`config.mk`:
```
export PLATFORM = sky130hd
export DESIGN_NAME = mac_irq_status
export DESIGN_NICKNAME = d
export VERILOG_FILES = /design/src/rtl/mac_irq_pkg.sv /design/src/rtl/mac_irq_txerr_qual.sv /design/src/rtl/mac_irq_rxerr_merge.sv /design/src/rtl/mac_irq_sticky_bit.sv /design/src/rtl/mac_irq_status.sv
export SDC_FILE = /design/constraint.sdc
export NUM_CORES = 1
export LEC_CHECK = 0
export BUFFER_PORTS_ARGS = -buffer_cell sky130_fd_sc_hd__buf_4
export CAP_MARGIN = 25
export CORE_MARGIN = 10
export CORE_UTILIZATION = 36
export DETAILED_ROUTE_END_ITERATION = 10
export PLACE_DENSITY = 0.83
export SLEW_MARGIN = 20
export SYNTH_ARGS = -nofsm -noshare
export SYNTH_HDL_FRONTEND = slang
export SYNTH_SLANG_ARGS = --single-unit
```
`constraint.sdc`:
```
create_clock -name clk -period 2.6 [get_ports clk]
set_input_delay 0.52 -clock clk [delete_from_list [all_inputs] [get_ports clk]]
set_output_delay 0.52 -clock clk [all_outputs]
set_load 0.01 [all_outputs]
```
`src/rtl/mac_irq_pkg.sv`:
```
// Package: shared constants and types for the MAC interrupt status block.
// Assumes a 7-source status word; bit order is fixed because software decodes it.
package mac_irq_pkg;
    localparam int NSRC = 7;

    localparam int BIT_RX_PKT   = 0;
    localparam int BIT_TX_ERR   = 1;
    localparam int BIT_TX_EMPTY = 2;
    localparam int BIT_RX_OVF   = 3;
    localparam int BIT_RX_ERR   = 4;
    localparam int BIT_MGMT     = 5;
    localparam int BIT_PHY      = 6;

    typedef logic [NSRC-1:0] src_vec_t;
endpackage

```
`src/rtl/mac_irq_txerr_qual.sv`:
```
// Module: transmit error qualifier.
// Flags a frame whose length is above LEN_LIMIT (and registers a drop pulse for it)
// or a retry count above RTY_LIMIT. Assumes both strobes are one cycle wide.
module mac_irq_txerr_qual #(
    parameter int LEN_W     = 12,
    parameter int LEN_LIMIT = 2032,
    parameter int RTY_W     = 5,
    parameter int RTY_LIMIT = 16
) (
    input  logic             clk,
    input  logic             rst_n,
    input  logic             len_vld,
    input  logic [LEN_W-1:0] len,
    input  logic             rty_vld,
    input  logic [RTY_W-1:0] rty_cnt,
    output logic             tx_err_ev,
    output logic             drop_frame
);
    localparam logic [LEN_W-1:0] LEN_MAX = LEN_W'(LEN_LIMIT);
    localparam logic [RTY_W-1:0] RTY_MAX = RTY_W'(RTY_LIMIT);

    logic len_over;
    logic rty_over;

    // Compare the strobed values against their limits.
    always_comb begin
        len_over  = len_vld && (len > LEN_MAX);
        rty_over  = rty_vld && (rty_cnt > RTY_MAX);
        tx_err_ev = len_over || rty_over;
    end

    // Register the drop pulse so it appears with the status bit.
    always_ff @(posedge clk) begin
        if (!rst_n) drop_frame <= 1'b0;
        else        drop_frame <= len_over;
    end
endmodule

```
`src/rtl/mac_irq_rxerr_merge.sv`:
```
// Module: receive error merge.
// Combines the four receive fault strobes into one event; the PHY error counts
// only at 100 Mb/s. Assumes strobes are synchronous to clk.
module mac_irq_rxerr_merge (
    input  logic speed_100,
    input  logic phy_err,
    input  logic dribble,
    input  logic fcs_bad,
    input  logic len_bad,
    output logic rx_err_ev
);
    // OR the qualified fault strobes.
    always_comb begin
        rx_err_ev = (phy_err && speed_100) || dribble || fcs_bad || len_bad;
    end
endmodule

```
`src/rtl/mac_irq_sticky_bit.sv`:
```
// Module: one sticky status bit.
// Set by an event pulse, cleared by an acknowledge; setting wins over clearing.
module mac_irq_sticky_bit (
    input  logic clk,
    input  logic rst_n,
    input  logic set,
    input  logic clr,
    output logic q
);
    // Hold the bit; set has priority over clear.
    always_ff @(posedge clk) begin
        if (!rst_n)   q <= 1'b0;
        else if (set) q <= 1'b1;
        else if (clr) q <= 1'b0;
    end
endmodule

```
`src/rtl/mac_irq_status.sv`:
```
// Module: MAC raw interrupt status / acknowledge register (top).
// Holds seven sticky status bits, a mask word and the masked interrupt output.
// Assumes single-cycle event pulses and a one-cycle write strobe.
module mac_irq_status #(
    parameter int DATA_W    = 32,
    parameter int LEN_W     = 12,
    parameter int LEN_LIMIT = 2032,
    parameter int RTY_W     = 5,
    parameter int RTY_LIMIT = 16
) (
    input  logic              clk,
    input  logic              rst_n,
    input  logic              reg_sel,
    input  logic              wr_en,
    input  logic [DATA_W-1:0] wr_data,
    output logic [DATA_W-1:0] rd_data,
    input  logic              ev_rx_pkt,
    input  logic              ev_tx_empty,
    input  logic              ev_rx_ovf,
    input  logic              ev_mgmt_done,
    input  logic              ev_phy_irq,
    input  logic              speed_100,
    input  logic              rx_phy_err,
    input  logic              rx_dribble,
    input  logic              rx_fcs_bad,
    input  logic              rx_len_bad,
    input  logic              tx_len_vld,
    input  logic [LEN_W-1:0]  tx_len,
    input  logic              tx_rty_vld,
    input  logic [RTY_W-1:0]  tx_rty_cnt,
    output logic              irq,
    output logic              tx_wptr_rst,
    output logic              drop_frame
);
    import mac_irq_pkg::*;

    src_vec_t status_q;
    src_vec_t mask_q;
    src_vec_t set_vec;
    src_vec_t clr_vec;
    logic     tx_err_ev;
    logic     rx_err_ev;
    logic     wr_status;
    logic     wr_mask;
    logic     unused_hi;

    assign unused_hi = ^wr_data[DATA_W-1:NSRC];

    mac_irq_txerr_qual #(
        .LEN_W(LEN_W), .LEN_LIMIT(LEN_LIMIT),
        .RTY_W(RTY_W), .RTY_LIMIT(RTY_LIMIT)
    ) u_txq (
        .clk(clk), .rst_n(rst_n),
        .len_vld(tx_len_vld), .len(tx_len),
        .rty_vld(tx_rty_vld), .rty_cnt(tx_rty_cnt),
        .tx_err_ev(tx_err_ev), .drop_frame(drop_frame)
    );

    mac_irq_rxerr_merge u_rxm (
        .speed_100(speed_100), .phy_err(rx_phy_err), .dribble(rx_dribble),
        .fcs_bad(rx_fcs_bad), .len_bad(rx_len_bad), .rx_err_ev(rx_err_ev)
    );

    // Decode writes and place each event on its status bit.
    always_comb begin
        wr_status             = wr_en && !reg_sel;
        wr_mask               = wr_en && reg_sel;
        set_vec               = '0;
        set_vec[BIT_RX_PKT]   = ev_rx_pkt;
        set_vec[BIT_TX_ERR]   = tx_err_ev;
        set_vec[BIT_TX_EMPTY] = ev_tx_empty;
        set_vec[BIT_RX_OVF]   = ev_rx_ovf;
        set_vec[BIT_RX_ERR]   = rx_err_ev;
        set_vec[BIT_MGMT]     = ev_mgmt_done;
        set_vec[BIT_PHY]      = ev_phy_irq;
        clr_vec               = wr_status ? wr_data[NSRC-1:0] : '0;
    end

    for (genvar i = 0; i < NSRC; i++) begin : g_bit
        mac_irq_sticky_bit u_bit (
            .clk(clk), .rst_n(rst_n),
            .set(set_vec[i]), .clr(clr_vec[i]), .q(status_q[i])
        );
    end

    // Mask word and the write-pointer reset pulse.
    always_ff @(posedge clk) begin
        if (!rst_n) begin
            mask_q      <= '0;
            tx_wptr_rst <= 1'b0;
        end else begin
            if (wr_mask) mask_q <= wr_data[NSRC-1:0];
            tx_wptr_rst <= wr_status && wr_data[BIT_TX_ERR];
        end
    end

    // Read mux and masked interrupt.
    always_comb begin
        rd_data = reg_sel ? DATA_W'(mask_q) : DATA_W'(status_q);
        irq     = |(status_q & mask_q);
    end
endmodule


```
=== Word-level counts from Yosys, hierarchy flattened ===
Index checks and enable logic that the tools add are counted.

* $add $sub $neg: 0
* Shift operators: 0
* Multipliers: 0
* Multiplexer cells: 16
* Divide/modulo/power cells: 0
* $lt $le $gt $ge: 2
* Equality and inequality tests: 0
* Reductions and logical operators: 19
* Bitwise gates (word level): 1

{| class="wikitable"
|+ Operators with widths
! kind !! count
|-
| 2-to-1 mux 1 bit || 14
|-
| 2-to-1 mux 7 bit || 2
|-
| nonzero test 2 bit || 7
|-
| > comparator 12 x 11 -> 1 bit (second input constant) || 1
|-
| AND 7 bit || 1
|-
| OR reduction 7 bit || 1
|-
| logical AND 1 bit || 6
|-
| > comparator 5 bit (second input constant) || 1
|-
| logical OR 1 bit || 4
|-
| zero test 1 bit || 1
|}

* Output and inout bits: 35
* Memories: 0
* Bits in latches: 0
* Register bits after elaboration: 16
* Bits in read-only memories: 0
* Logic and storage cells: 48
* Memory bits (writable): 0
* Bits of input ports: 65

=== Logic depth before layout (Yosys ltp) ===
Gate-level depths: netlist (run 1).

* Depth in word-level cells: 5
* Mapped depth: 4

=== Modules after synthesis ===
From an unflattened synthesis (run 1), not the netlist that was laid out.

* Cell total of the unflattened synthesis: 112
* Area total of the unflattened synthesis: 1,066.0 um^2

{| class="wikitable"
|+ Modules (own cells, without submodules)
! module !! seq. area each (um^2) !! cells each !! times used !! area each (um^2)
|-
| mac_irq_status || 160.2 || 79 || 1 || 685.7
|-
| mac_irq_sticky_bit || 20.0 || 3 || 7 || 41.3
|-
| mac_irq_txerr_qual || 20.0 || 11 || 1 || 80.1
|-
| mac_irq_rxerr_merge || 0.0 || 1 || 1 || 11.3
|}

=== Worst setup path before layout (run 1) ===
No wires, ideal clock.

* Kind: input to output
* Start point: input reg_sel
* End point: output rd_data[2]
* Path slack: 0.838 ns
* Data arrival time: 1.242 ns
* Data required time: 2.080 ns
* Cell stages on the path: 3
* Cell sequence: buf_2 -> buf_2 -> mux2_1

* Word-level cells in the longest chain between the ends: 1

{| class="wikitable"
|+ Ends and longest elaborated chain
! element !! line !! source
|-
| from (decl) || mac_irq_status.sv:13 || <nowiki>input logic reg_sel,</nowiki>
|-
| 2-to-1 mux 7 bit || mac_irq_status.sv:99 || <nowiki>rd_data = reg_sel ? DATA_W'(mask_q) : DATA_W'(status_q);</nowiki>
|-
| to (decl) || mac_irq_status.sv:16 || <nowiki>output logic [DATA_W-1:0] rd_data,</nowiki>
|}

No other way between the ends.

=== Worst setup path after layout (run 1) ===
* Start point: register mask_q[5]
* End point: output irq

* Word-level cells in the longest chain between the ends: 2

{| class="wikitable"
|+ Ends and longest elaborated chain
! element !! line !! source
|-
| from (decl) || mac_irq_status.sv:38 || <nowiki>src_vec_t mask_q;</nowiki>
|-
| from (signal assigned) || mac_irq_status.sv:92 || <nowiki>if (wr_mask) mask_q <= wr_data[NSRC-1:0];</nowiki>
|-
| AND 7 bit || mac_irq_status.sv:100 || <nowiki>irq = |(status_q & mask_q);</nowiki>
|-
| OR reduction 7 bit || mac_irq_status.sv:100 ||
|-
| to (decl) || mac_irq_status.sv:31 || <nowiki>output logic irq,</nowiki>
|}

No other way between the ends.

==> flow_metrics.env, run 1 <==
export IMPL_outcome="finished, final reports clean"
export IMPL_route_detailed_drc=0
export IMPL_clk_path_buf_depth=2
export IMPL_place_ws_ps=842
export IMPL_power_density_mw_per_mm2=457
export IMPL_start_util_pct=37.5
export IMPL_path_cells="a222oi_1, nand3_1, buf_4"
export IMPL_htreeDepth=1
export IMPL_die_h_um=70.6
export IMPL_die_area_sq_mm=0.00498
export IMPL_grt_overflow_total=0
export IMPL_period_needed_ps=1850
export IMPL_setup_ws_ps=746
export IMPL_cp_top_family="compound AO/OA/AOI/OAI gates"
export IMPL_nets=219
export IMPL_worstPathArrival_ps=1330
export IMPL_synth_area_top_cells="dfxtp_1 35%, buf_4 20%, mux2_1 8.6%, a21oi_1 4.3%, nand3_1 4.3%"
export IMPL_place_hpwl_mm=2.34
export IMPL_max_stage_delay_ps=410
export IMPL_design_power_total_mw=0.571
export IMPL_yosys_most_used_dff="dfxtp_1"
export IMPL_max_freq_ghz=0.539
export IMPL_synth_top_cell_area_share_pct=34.8
export IMPL_fin_worst_skew_ps=0
export IMPL_netlist_instances=104
export IMPL_post_synth_top_count_cell="buf_4"
export IMPL_drtIter0Drc=37
export IMPL_core_sq_mm=0.00245
export IMPL_p_leak_nw=0.613
export IMPL_gp_congestion=0.727
export IMPL_drv_cap=0
export IMPL_synth_edf_count=0
export IMPL_yosys_cell_types_count=24
export IMPL_yosys_area_top_type="dfxtp_1"
export IMPL_rsz0062_at_grt="false"
export IMPL_cts_sinks=16
export IMPL_rows=18
export IMPL_drv_slew=0
export IMPL_cts_tree="yes"
export IMPL_vias_per_cell=4.78
export IMPL_synth_common_cells="25 x buf_4, 16 x dfxtp_1, 9 x nand2_1"
export IMPL_worst_setup_path_end_kind="primary output"
export IMPL_portBuffers=49
export IMPL_grt_pass1_wl_mm=4.14
export IMPL_cp_required_ps=2080
export IMPL_synth_area_sq_um=921
export IMPL_timing_final_crit_share_pct=71.3
export IMPL_vdd_drop_max_v=0.000338
export IMPL_ant_nets=0
export IMPL_syn2layout_area_growth_pct=35.7
export IMPL_grt_pass1_vias=948
export IMPL_synth_avg_cell_area_sq_um=8.85
export IMPL_cts_setup_buffers=0
export IMPL_fin_util_pct=50.9
export IMPL_vias=874
export IMPL_cp_buffers_inverters=1
export IMPL_synth_seq_area_share_pct=34.8
export IMPL_cts_reportedPaths_clkPinSlew_ps=100
export IMPL_ios=100
export IMPL_critPathSlowestCell="a222oi_1"
export IMPL_finalSetupViolations=0
export IMPL_clock_latency_ps=280
export IMPL_hold_viol=0
export IMPL_grt_max_degree=18
export IMPL_critPathMaxFanout=3
export IMPL_critPathKind="register to primary output"
export IMPL_cp_start_kind="register"
export IMPL_die_w_um=70.6
export IMPL_grtUsageTotal_pct=9.87
export IMPL_setup_tns_ps=0
export IMPL_antenna_cells=0
export IMPL_drive_above_1_share_pct=35.9
export IMPL_antenna_found_initial=0
export IMPL_cts_buffers=3
export IMPL_ys_ff_latch=16
export IMPL_synth_warnings=0
export IMPL_clockRootBuffer="clkbuf_4"
export IMPL_drt_first_pass_iters=5
export IMPL_relSlewSlack_pct=63.3
export IMPL_synth_async_reset_ratio_pct=0
export IMPL_holdCritPathClass="input pin to register"
export IMPL_cts_hold_buf=0
export IMPL_routed_wl_mm=2.73
export IMPL_cts_resized=0
export IMPL_tightest_slew_ps=537
export IMPL_wl_per_cell_um=14.9
## metrics by stage
| step | area [sq um] | hold slack [ps] | std cells |
|---|---|---|---|
| after CTS | 1250 | 435 | 183 |
| after detailed placement | 1210 | 463 | 179 |
| after global routing | 1250 | 415 | 183 |
| after global placement | 1210 | 455 | 179 |
| after floorplan | 1010 | 446 | 128 |
| final | 1250 | 444 | 183 |
## where the power goes
group	switching, mW	total [mW]	leakage, nW	internal (mW)
Clock	0.0790	0.164	0.0210	0.0851
Combinational	0.0641	0.138	0.460	0.0734
Sequential	0.0101	0.269	0.132	0.259
Total	0.153	0.571	0.613	0.418
## path summary, 6_finish.rpt
| path | start | endpoint | slack (ps) | depth (start not counted) |
|---|---|---|---|---|
| hold reg to reg | mask_q[6] | mask_q[6] | 470 | 2 |
| hold / removal | ev_tx_empty | g_bit[2].u_bit.q | 440 | 2 |
| setup / recovery | mask_q[5] | irq | 750 | 3 |
| setup reg to reg | g_bit[4].u_bit.q | g_bit[4].u_bit.q | 1790 | 2 |
## per-layer routing
| layer | vias up | wire length (um) | track usage [%] |
|---|---|---|---|
| li1 | 418 | - | - |
| met1 | 392 | 1000 | 9.97 |
| met2 | 62 | 1330 | 16.4 |
| met3 | 2 | 381 | 6.42 |
| met4 | 0 | 17 | 3.01 |
| met5 | - | 0 | 0 |
## cell type report
cell class              instances  area [sq um]
inverters                       1          3.75
fillers                       233          1200
well taps                      30          37.5
clock buffers                   4          36.3
flip-flops and latches         16           320
multi-input cells              83           484
repair buffers                 49           368
## cell families after synthesis
logic type | count (synthesis) | synth area share [%]
other | 1 | 0.407
buffers and inverters | 29 | 22.4
multiplexers | 7 | 8.56
AO/OA/AOI/OAI | 26 | 19.6
AND/OR/NAND/NOR | 25 | 14.3
flip-flops | 16 | 34.8
## layout by cell type (no fill, tap or decap), types with 2 or more instances in the layout
cell type	Yosys	routed
dfxtp_1	16	16
or4_1	2	2
a22oi_1	2	2
a21boi_1	5	5
mux2_1	7	7
buf_4	25	49
clkbuf_4	0	3
a21oi_1	8	8
conb_1	1	25
o21a_1	5	5
nand3_1	8	8
nand2_1	9	9
nor2_1	2	2
## state kept, by name, summed over array words and instances, names as in the netlist
name / cells
tx_wptr_rst: 1
mask_q: 7
g_bit.u_bit.q: 7
u_txq.drop_frame: 1
No activity file was read; power rests on OpenSTA's default activity.
==> run 2, diff against run 1 <==
Settings changed: CORE_UTILIZATION 36 to 31, PLACE_DENSITY 0.83 to 0.76.
Clock period 2.6 ns to 1.7 ns, I/O delays scaled along.
==> run 2 against run 1 <==
  * Sequential power grew 53%
  * Count of clock-buffer cells in the layout is the same
  * Global-route usage shrank 0.49 points
  * Highest routed layer unchanged
  * Critical path type unchanged
  * Final area grew 0.10%
  * Setup slack lost 650 ps
==> flow_metrics.env, run 2 (same netlist as run 1, synthesis figures left out) <==
export IMPL_outcome="finished, final reports clean"
export IMPL_setup_tns_ps=0
export IMPL_dp_cells=180
export IMPL_place_hpwl_mm=2.39
export IMPL_finalSetupViolations=0
export IMPL_p_leak_nw=0.613
export IMPL_final_common_cell="buf_4"
export IMPL_grt_overflow_total=0
export IMPL_max_stage_delay_ps=360
export IMPL_path_cells="a222oi_1, nand3_1, buf_4"
export IMPL_final_cell_mix="49 x buf_4, 25 x conb_1, 16 x dfxtp_1"
export IMPL_period_needed_ps=1600
export IMPL_portBuffers=49
export IMPL_clockRootBuffer="clkbuf_4"
export IMPL_syn2layout_area_growth_pct=35.9
export IMPL_grt_pass1_wl_mm=4.07
export IMPL_cts_buffers=3
export IMPL_grt_pass1_vias=930
export IMPL_holdCritPathClass="input pin to register"
export IMPL_cts_setup_buffers=0
export IMPL_reg_top3="g_bit.u_bit.q (7), mask_q (7)"
export IMPL_stdcell_count=184
export IMPL_max_freq_ghz=0.624
export IMPL_pwr_share_clk_pct=28.2
export IMPL_grtUsageTotal_pct=9.38
export IMPL_p_sw_share_pct=26.3
export IMPL_fin_worst_skew_ps=0
export IMPL_vias=864
export IMPL_clk_path_buf_depth=2
export IMPL_htreeDepth=1
export IMPL_nets=219
export IMPL_vias_per_cell=4.70
export IMPL_timing_final_crit_share_pct=94.3
export IMPL_p_switching_mw=0.228
export IMPL_cts_resized=0
export IMPL_rsz0062_at_grt="false"
export IMPL_drv_cap=0
export IMPL_hold_viol=0
export IMPL_route_detailed_drc=0
export IMPL_routed_wl_mm=2.78
export IMPL_power_density_mw_per_mm2=693
export IMPL_die_w_um=74.5
export IMPL_worstPathArrival_ps=1260
export IMPL_cp_required_ps=1360
export IMPL_power_frac_seq_pct=47.5
export IMPL_cts_hold_buf=0
export IMPL_cts_reportedPaths_clkPinSlew_ps=90
export IMPL_rows=19
export IMPL_ios=100
export IMPL_holdCritStartpoint="ev_mgmt_done"
export IMPL_drive_above_1_share_pct=35.9
export IMPL_p_comb_share_pct=24.3
export IMPL_cts_sinks=16
export IMPL_wl_per_cell_um=15.1
export IMPL_antenna_found_initial=0
export IMPL_drtIter0Drc=22
export IMPL_grt_max_degree=18
export IMPL_critPathKind="register to primary output"
export IMPL_ant_nets=0
export IMPL_critPathMaxFanout=3
export IMPL_critPathSlowestCell="a222oi_1"
export IMPL_die_area_sq_mm=0.00555
export IMPL_start_util_pct=32.8
export IMPL_cts_tree="yes"
export IMPL_drv_slew=0
export IMPL_antenna_cells=0
export IMPL_internal_power_mw=0.639
export IMPL_core_sq_mm=0.00281
export IMPL_vdd_drop_max_v=0.000429
export IMPL_gp_congestion=0.769
export IMPL_drt_first_pass_iters=4
export IMPL_cp_start_kind="register"
export IMPL_die_h_um=74.5
export IMPL_reg2reg_from="g_bit[4].u_bit.q"
export IMPL_clock_latency_ps=270
export IMPL_worst_setup_path_end_kind="primary output"
export IMPL_crit_start="mask_q[5]"
## run 2: cell counts in the layout (fill, tap and decap cells not counted)
Identical to the previous run, type by type.
## run 2: layer usage
metal  track usage [%]  vias to the layer above  wire [um]
met1              9.67                      390       1080
met5                 0                        -          0
met4              3.15                        0         16
met3              6.12                        2        441
li1                  -                      416          -
met2              15.2                       56       1240
## run 2: power by group through the flow
stage	clock network (mW)	registers (mW)	logic [mW]
after detailed placement	0	0.420	0.209
after global placement	0	0.418	0.204
final	0.245	0.412	0.210
after floorplan	0	0.416	0.141
after global routing	0.271	0.415	0.231
after CTS	0.255	0.411	0.209
## run 2: critical path, delay by kind of cell (launching register included)
kind            cells  cell delay, ps
simple gates        1             120
flops               1             340
compound gates      1             360
buf+inv             1             170
## run 2: per-stage QoR
stage / power, mW / hold slack, ps / worst slack, ps / util [%] / area, sq um
after floorplan: 0.557 / 446 / 298 / - / 1010
after global placement: 0.622 / 454 / 289 / 43.3 / 1210
after detailed placement: 0.629 / 466 / 278 / 43.3 / 1210
after CTS: 0.876 / 256 / 75.1 / 44.6 / 1250
after global routing: 0.917 / 246 / 28.3 / 44.6 / 1250
final: 0.867 / 261 / 97.3 / 44.6 / 1250
## run 2: cell type report
type,count,area [sq um]
Tap cell,31,38.8
Sequential cell,16,320
Fill cell,295,1550
Clock buffer,4,36.3
Timing Repair Buffer,49,368
Multi-Input combinational cell,83,484
Inverter,1,3.75
## run 2: path summary, 6_finish.rpt
path                                    endpoint  slack [ps]  depth (start not counted)
worst min-delay path            g_bit[5].u_bit.q         260                          2
worst max-delay path                         irq         100                          3
worst max register to register  g_bit[4].u_bit.q         940                          2
worst min register to register         mask_q[0]         480                          2
